File: src/rtl/fwd_pkg.sv
package fwd_pkg;
  localparam int unsigned OP_W  = 3;
  localparam int unsigned SEL_W = 2;

  typedef enum logic [OP_W-1:0] {
    OPC_NONE   = 3'd0,
    OPC_ALU    = 3'd1,
    OPC_LOAD   = 3'd2,
    OPC_LADR   = 3'd3,
    OPC_LINK   = 3'd4,
    OPC_STORE  = 3'd5,
    OPC_BRANCH = 3'd6,
    OPC_RSVD   = 3'd7
  } op_class_e;

  typedef enum logic [SEL_W-1:0] {
    SEL_HOLD = 2'd0,
    SEL_MEM  = 2'd1,
    SEL_WB   = 2'd2
  } fwd_sel_e;
endpackage

File: src/rtl/fwd_producer.sv
// Qualifies a later-stage instruction as a forwarding source.
module fwd_producer
  import fwd_pkg::*;
#(
  parameter bit ALLOW_LOAD = 1'b0
) (
  input  logic [OP_W-1:0] op_i,
  output logic            valid_o
);
  op_class_e op_cls;
  assign op_cls = op_class_e'(op_i);

  always_comb begin
    unique case (op_cls)
      OPC_ALU, OPC_LADR, OPC_LINK: valid_o = 1'b1;
      OPC_LOAD:                    valid_o = ALLOW_LOAD;
      default:                     valid_o = 1'b0;
    endcase
  end
endmodule

File: src/rtl/fwd_pick.sv
// Resolves one operand: memory stage outranks writeback stage.
module fwd_pick
  import fwd_pkg::*;
#(
  parameter int unsigned DATA_W = 32,
  parameter int unsigned REG_W  = 5
) (
  input  logic [REG_W-1:0]  src_i,
  input  logic              en_i,
  input  logic [DATA_W-1:0] held_i,
  input  logic              mem_ok_i,
  input  logic [REG_W-1:0]  mem_rd_i,
  input  logic [DATA_W-1:0] mem_res_i,
  input  logic              wb_ok_i,
  input  logic [REG_W-1:0]  wb_rd_i,
  input  logic [DATA_W-1:0] wb_res_i,
  output logic [DATA_W-1:0] opnd_o,
  output logic [SEL_W-1:0]  sel_o
);
  logic     hit_mem, hit_wb;
  fwd_sel_e sel;

  assign hit_mem = en_i && mem_ok_i && (mem_rd_i == src_i);
  assign hit_wb  = en_i && wb_ok_i  && (wb_rd_i  == src_i);

  always_comb begin
    if (hit_mem)     sel = SEL_MEM;
    else if (hit_wb) sel = SEL_WB;
    else             sel = SEL_HOLD;
  end

  always_comb begin
    unique case (sel)
      SEL_MEM: opnd_o = mem_res_i;
      SEL_WB:  opnd_o = wb_res_i;
      default: opnd_o = held_i;
    endcase
  end

  assign sel_o = sel;
endmodule

File: src/rtl/fwd_unit.sv
module fwd_unit
  import fwd_pkg::*;
#(
  parameter int unsigned DATA_W = 32,
  parameter int unsigned REG_W  = 5
) (
  input  logic [DATA_W-1:0] ex_x_i,
  input  logic [DATA_W-1:0] ex_y_i,
  input  logic [REG_W-1:0]  ex_rs1_i,
  input  logic [REG_W-1:0]  ex_rs2_i,
  input  logic              ex_imm_i,
  input  logic [2:0]        mem_op_i,
  input  logic [REG_W-1:0]  mem_rd_i,
  input  logic [DATA_W-1:0] mem_res_i,
  input  logic [2:0]        wb_op_i,
  input  logic [REG_W-1:0]  wb_rd_i,
  input  logic [DATA_W-1:0] wb_res_i,
  output logic [DATA_W-1:0] x_o,
  output logic [DATA_W-1:0] y_o,
  output logic [1:0]        x_sel_o,
  output logic [1:0]        y_sel_o
);
  localparam int unsigned N_OPND = 2;

  logic mem_ok, wb_ok;

  // load data only exists after the memory stage
  fwd_producer #(.ALLOW_LOAD(1'b0)) u_prod_mem (.op_i(mem_op_i), .valid_o(mem_ok));
  fwd_producer #(.ALLOW_LOAD(1'b1)) u_prod_wb  (.op_i(wb_op_i),  .valid_o(wb_ok));

  logic [REG_W-1:0]  src   [N_OPND];
  logic              en    [N_OPND];
  logic [DATA_W-1:0] held  [N_OPND];
  logic [DATA_W-1:0] opnd  [N_OPND];
  logic [SEL_W-1:0]  sel   [N_OPND];

  assign src[0]  = ex_rs1_i;
  assign en[0]   = 1'b1;
  assign held[0] = ex_x_i;
  assign src[1]  = ex_rs2_i;
  assign en[1]   = !ex_imm_i;
  assign held[1] = ex_y_i;

  for (genvar g = 0; g < N_OPND; g++) begin : g_opnd
    fwd_pick #(.DATA_W(DATA_W), .REG_W(REG_W)) u_pick (
      .src_i    (src[g]),
      .en_i     (en[g]),
      .held_i   (held[g]),
      .mem_ok_i (mem_ok),
      .mem_rd_i (mem_rd_i),
      .mem_res_i(mem_res_i),
      .wb_ok_i  (wb_ok),
      .wb_rd_i  (wb_rd_i),
      .wb_res_i (wb_res_i),
      .opnd_o   (opnd[g]),
      .sel_o    (sel[g])
    );
  end

  assign x_o     = opnd[0];
  assign y_o     = opnd[1];
  assign x_sel_o = sel[0];
  assign y_sel_o = sel[1];
endmodule

File: config.mk
export PLATFORM = sky130hd
export DESIGN_NAME = fwd_unit
export DESIGN_NICKNAME = d
export VERILOG_FILES = /design/src/rtl/fwd_pkg.sv /design/src/rtl/fwd_producer.sv /design/src/rtl/fwd_pick.sv /design/src/rtl/fwd_unit.sv
export SDC_FILE = /design/constraint.sdc
export NUM_CORES = 1
export LEC_CHECK = 0
export CAP_MARGIN = 20
export CORE_ASPECT_RATIO = 2
export CORE_MARGIN = 5
export CORE_UTILIZATION = 24
export DETAILED_ROUTE_END_ITERATION = 16
export PLACE_DENSITY = 0.81
export RECOVER_POWER = 100
export SYNTH_ARGS = -nofsm -noshare
export SYNTH_HDL_FRONTEND = slang
export SYNTH_SLANG_ARGS = --single-unit
File: constraint.sdc
create_clock -name vclk -period 2
set_clock_uncertainty 0.15 [all_clocks]
set_input_delay 0.3 -clock vclk [all_inputs]
set_output_delay 0.3 -clock vclk [all_outputs]
set_load 0.01 [all_outputs]
### After elaboration in Yosys (flattened, before gate mapping)

Index checks and enable logic that the tools add are counted.

| storage, ports and cells | value |
|---|---|
| flip-flop bits (word level) | 0 |
| input bits | 155 |

| operators by class | value |
|---|---|
| equal/unequal tests | 15 |
| muxes and demuxes | 8 |
| reductions and logical operators | 9 |

Operator list:

| kind | number |
|---|---|
| $pmux 32 s2 | 2 |
| $eq 5x5->1 | 4 |
| $eq 3x2->1 const B | 3 |
| $mux 2 | 4 |
| $eq 3x1->1 const B | 2 |
| $eq 3x3->1 const B | 2 |
| $logic_and 1x1->1 | 6 |
| $eq 2x1->1 const B | 2 |
| $eq 2x2->1 const B | 2 |
| $reduce_or 4->1 | 1 |
| $reduce_or 3->1 | 1 |
| $mux 1 | 2 |
| $logic_not 1->1 | 1 |

### Depth between registers and ports, before layout

| depth | value |
|---|---|
| depth after elaboration | 9 |
| mapped depth | 7 |
| gate-level depth less buffers | 5 |

### Cells and area by module

A second synthesis with hierarchy kept.

| second synthesis, totals | value |
|---|---|
| cells, all modules | 360 |
| area total of the unflattened synthesis | 2606.2 µm² |

By module, submodules not included:

| module | times used | cells an instance | area an instance (µm²) | sequential area each (µm²) |
|---|---|---|---|---|
| fwd_pick | 2 | 177 | 1282.5 | 0.0 |
| fwd_producer (u_prod_mem) | 1 | 2 | 18.8 | 0.0 |
| fwd_producer (u_prod_wb) | 1 | 2 | 15.0 | 0.0 |
| fwd_unit | 1 | 2 | 7.5 | 0.0 |

### Worst setup path after synthesis

OpenSTA, ideal clock, no wires.

| timing path | value |
|---|---|
| path kind | input-to-output |
| start | in ex_rs2_i[0] |
| end | out y_o[0] |
| data arrival time | 1.627 ns |
| required time | 1.550 ns |
| slack | -0.077 ns |
| stages on the path | 7 |
| buffers on the path | 2 |
| cell sequence | xnor2_1 nand2_1 or4_4 buf_6 buf_12 mux2i_1 a21oi_1 |

| between the ends | value |
|---|---|
| word-level cells in the longest chain between the ends | 6 |

Ends and longest elaborated chain:

| element | RTL line | text |
|---|---|---|
| start, declared | fwd_unit.sv:10 | `input logic [REG_W-1:0] ex_rs2_i,` |
| $eq 5x5->1 | fwd_pick.sv:24 | `assign hit_wb = en_i && wb_ok_i && (wb_rd_i == src_i);` |
| $logic_and 1x1->1 | fwd_pick.sv:24 |  |
| $mux 2 | fwd_pick.sv:28 | `else if (hit_wb) sel = SEL_WB;` |
| $mux 2 (*) | fwd_pick.sv:27 | `if (hit_mem) sel = SEL_MEM;` |
| $eq 2x2->1 or $eq 2x1->1 (tied branches) | fwd_pick.sv:33 | `unique case (sel)` |
| $pmux 32 s2 (*) | fwd_pick.sv:33 |  |
| end, declared | fwd_unit.sv:19 | `output logic [DATA_W-1:0] y_o,` |

Every way passes the cells marked *; elsewhere a longest branch is shown, timed or not.

### Worst setup path after layout

| timing path | value |
|---|---|
| start | in ex_rs2_i[3] |
| end | out y_o[13] |

Same word-level chain as after synthesis.

==> impl_metrics.py <==
metrics = {
    "final_layout": {
        "nFlopsAndLatches": 0,
        "area_growth_pct": 183,
        "diodes": 0,
        "fin_cells": 621,
        "nClkBuffers": 0,
        "nets": 688,
        "regArea_um2": 0,
        "drive_gt1_share_pct": 43.1,
    },
    "power": {
        "netSwitchingPower_uw": 308,
        "leakage_uw": 0.00212,
        "sw_frac_of_total_pct": 38.3,
        "seq_power_share_pct": 0,
        "vdd_ir_drop_max_uv": 102,
        "pwr-share-comb_pct": 100.0,
        "pwr-share-clk_pct": 0,
        "cellInternalPower_uw": 498,
        "power_uw": 806,
        "p_per_area_nw_per_um2": 169,
    },
    "die": {
        "fp.dieW_um": 69.3,
        "design.portCount": 223,
        "die-area_um2": 8910,
        "core_um2": 6890,
        "die_h_um": 129,
        "row_count": 43,
        "start_util_pct": 24.5,
    },
    "synth": {
        "synth_area_leaders": "mux2i_1 38%, a21oi_1 9.5%, o21ai_1 8.9%",
        "synth.largest_area_cell": "mux2i_1",
        "synth_most_common_cell": "mux2i_1",
        "syn-num-nets": 410,
        "syn_area_um2": 1690,
        "synth_compound_area_share_pct": 19.3,
        "synth_cells": 255,
        "yosysUniqueCellTypes": 24,
        "yosys.area_share.xor_xnor_pct": 10.4,
        "synthAdderAreaFrac_pct": 0,
        "avgSynthCellArea_um2": 6.61,
        "ys_warn_count": 0,
        "synthSimpleGateAreaFrac_pct": 21.5,
        "synthMuxAreaShare_pct": 38.6,
        "yosysSeqAreaShare_pct": 0,
        "synth_top_family_by_area": "multiplexers",
        "synth_commonest_cells": "64 x mux2i_1, 37 x nor2_1, 34 x nand2_1, 32 x a21oi_1, 30 x o21ai_1",
        "synth_top_area_share_pct": 38.0,
    },
    "critical_path": {
        "crit_required_ns": 1.55,
        "crit_fanout": 7,
        "start_kind": "input pin",
        "cp-startpoint": "ex_rs2_i[3]",
        "path_class": "input pin to output pin",
        "end_kind": "output pin",
        "worstPathArrival_ns": 2.01,
    },
    "sta": {
        "setup_ws_ns": -0.460,
        "slew-limit-headroom_pct": 82.7,
        "period_minus_slack_ns": 2.46,
        "rsz0062_at_grt": "yes",
        "worst_pin_slew_ns": 0.259,
        "period_share_pct": 123,
        "final_max_slew_viol_count": 0,
        "tns_ns": -20.53,
        "fmax_mhz": 407,
        "setup_viol": 67,
        "final-hold-violation-count": 0,
    },
    "routing": {
        "drtIter0Drc": 93,
        "drc": 0,
        "ant_nets": 0,
        "drt-total-wl_um": 11800,
        "first_pass_iters": 4,
        "post_drt_wl_per_cell_um": 19.1,
        "route.vias.total": 3105,
        "vias_per_cell": 5.00,
    },
    "min_path": {
        "holdCritPathClass": "input pin to output pin",
        "worstHoldStart": "mem_res_i[5]",
    },
    "place": {
        "portBuffers": 223,
        "dp_hpwl_um": 8840,
        "dp_cells": 573,
        "gp_congestion": 0.954,
        "dp_slack_ns": -1.14,
    },
    "global_route": {
        "grt_usage_pct": 24.0,
        "overflow": 0,
        "antenna_found_initial": 0,
        "grt_max_degree": 21,
        "grt_pass1_vias": 3440,
        "grt_pass1_wl_um": 17200,
    },
    "status": {
        "violations": "negative setup slack",
        "outcome": "complete, but fails checks",
    },
    "clock_network": {
        "cts_hold_buf": 0,
    },
    "flow_run": {
        "drv_cap": 0,
    },
}
per-layer routing:
layer | up-vias | part of all wire, % | track usage (%)
li1 | 1453 | - | -
met2 | 179 | 57 | 50.6
met4 | 0 | 6.1 | 11.6
met3 | 46 | 6.4 | 4.53
met1 | 1427 | 30 | 20.6
met5 | - | 0 | 0
final cells by class:
| cell class | count | area (um2) |
|---|---|---|
| tap | 90 | 113 |
| fill | 593 | 2110 |
| timing repair buffer | 298 | 2870 |
| multi-input combinational | 233 | 1800 |
worst max-delay path: stages:
cell and delay, ns:
buf_8 0.10, xnor2_2 0.13, nand2_1 0.07, or4_4 0.59
buf_4 0.19, buf_16 0.14, buf_6 0.11, mux2i_1 0.17
a21oi_2 0.07, buf_2 0.14
timing repair:
item,in CTS,in global routing
endpoints found under the setup margin,68,67
pin swaps,16,26
gates cloned,9,0
hold endpoints to repair,0,0
buffers inserted,27,13
gates resized for setup,400,70
metrics by stage:
stage	utilization, %	cell area [um2]	hold slack (ns)
after floorplan	-	1810	0.573
after global placement	62.2	4280	1.45
after detailed placement	62.2	4280	1.46
after CTS	66.0	4540	1.12
after global routing	69.4	4780	1.14
final	69.4	4780	1.12
cells in the final DEF (no fill, tap or decap), types with 8 or more instances in the layout:
cell type | Yosys | final
a21oi_2 | 0 | 29
buf_12 | 3 | 14
buf_16 | 0 | 8
buf_2 | 2 | 73
buf_4 | 2 | 24
buf_6 | 4 | 36
clkbuf_2 | 0 | 8
clkdlybuf4s50_1 | 0 | 128
mux2i_1 | 64 | 52
mux2i_2 | 0 | 9
nand2_1 | 34 | 33
nor2_1 | 37 | 35
o21ai_1 | 30 | 32
power by group through the flow:
stage / Sequential, uW / Clock [uW] / Combinational [uW]
2_1_floorplan: 0 / 0 / 238
3_3_place_gp: 0 / 0 / 799
3_5_place_dp: 0 / 0 / 813
4_1_cts: 0 / 0 / 770
5_1_grt: 0 / 0 / 856
6_report: 0 / 0 / 806
cells by family (layout without fill, tap and decap cells):
family / count (synthesis) / after routing
AOI/OAI and AO/OA: 65 / 65
xor gates and xnor gates: 20 / 20
buffers and inverters: 22 / 298
muxes: 65 / 65
and+or+nand+nor: 83 / 83
worst paths after layout:
path  endpoint  cells after the start
max    y_o[13]                     10
min     x_o[5]                      4
Note: power is estimated with default switching activity, not from simulation.
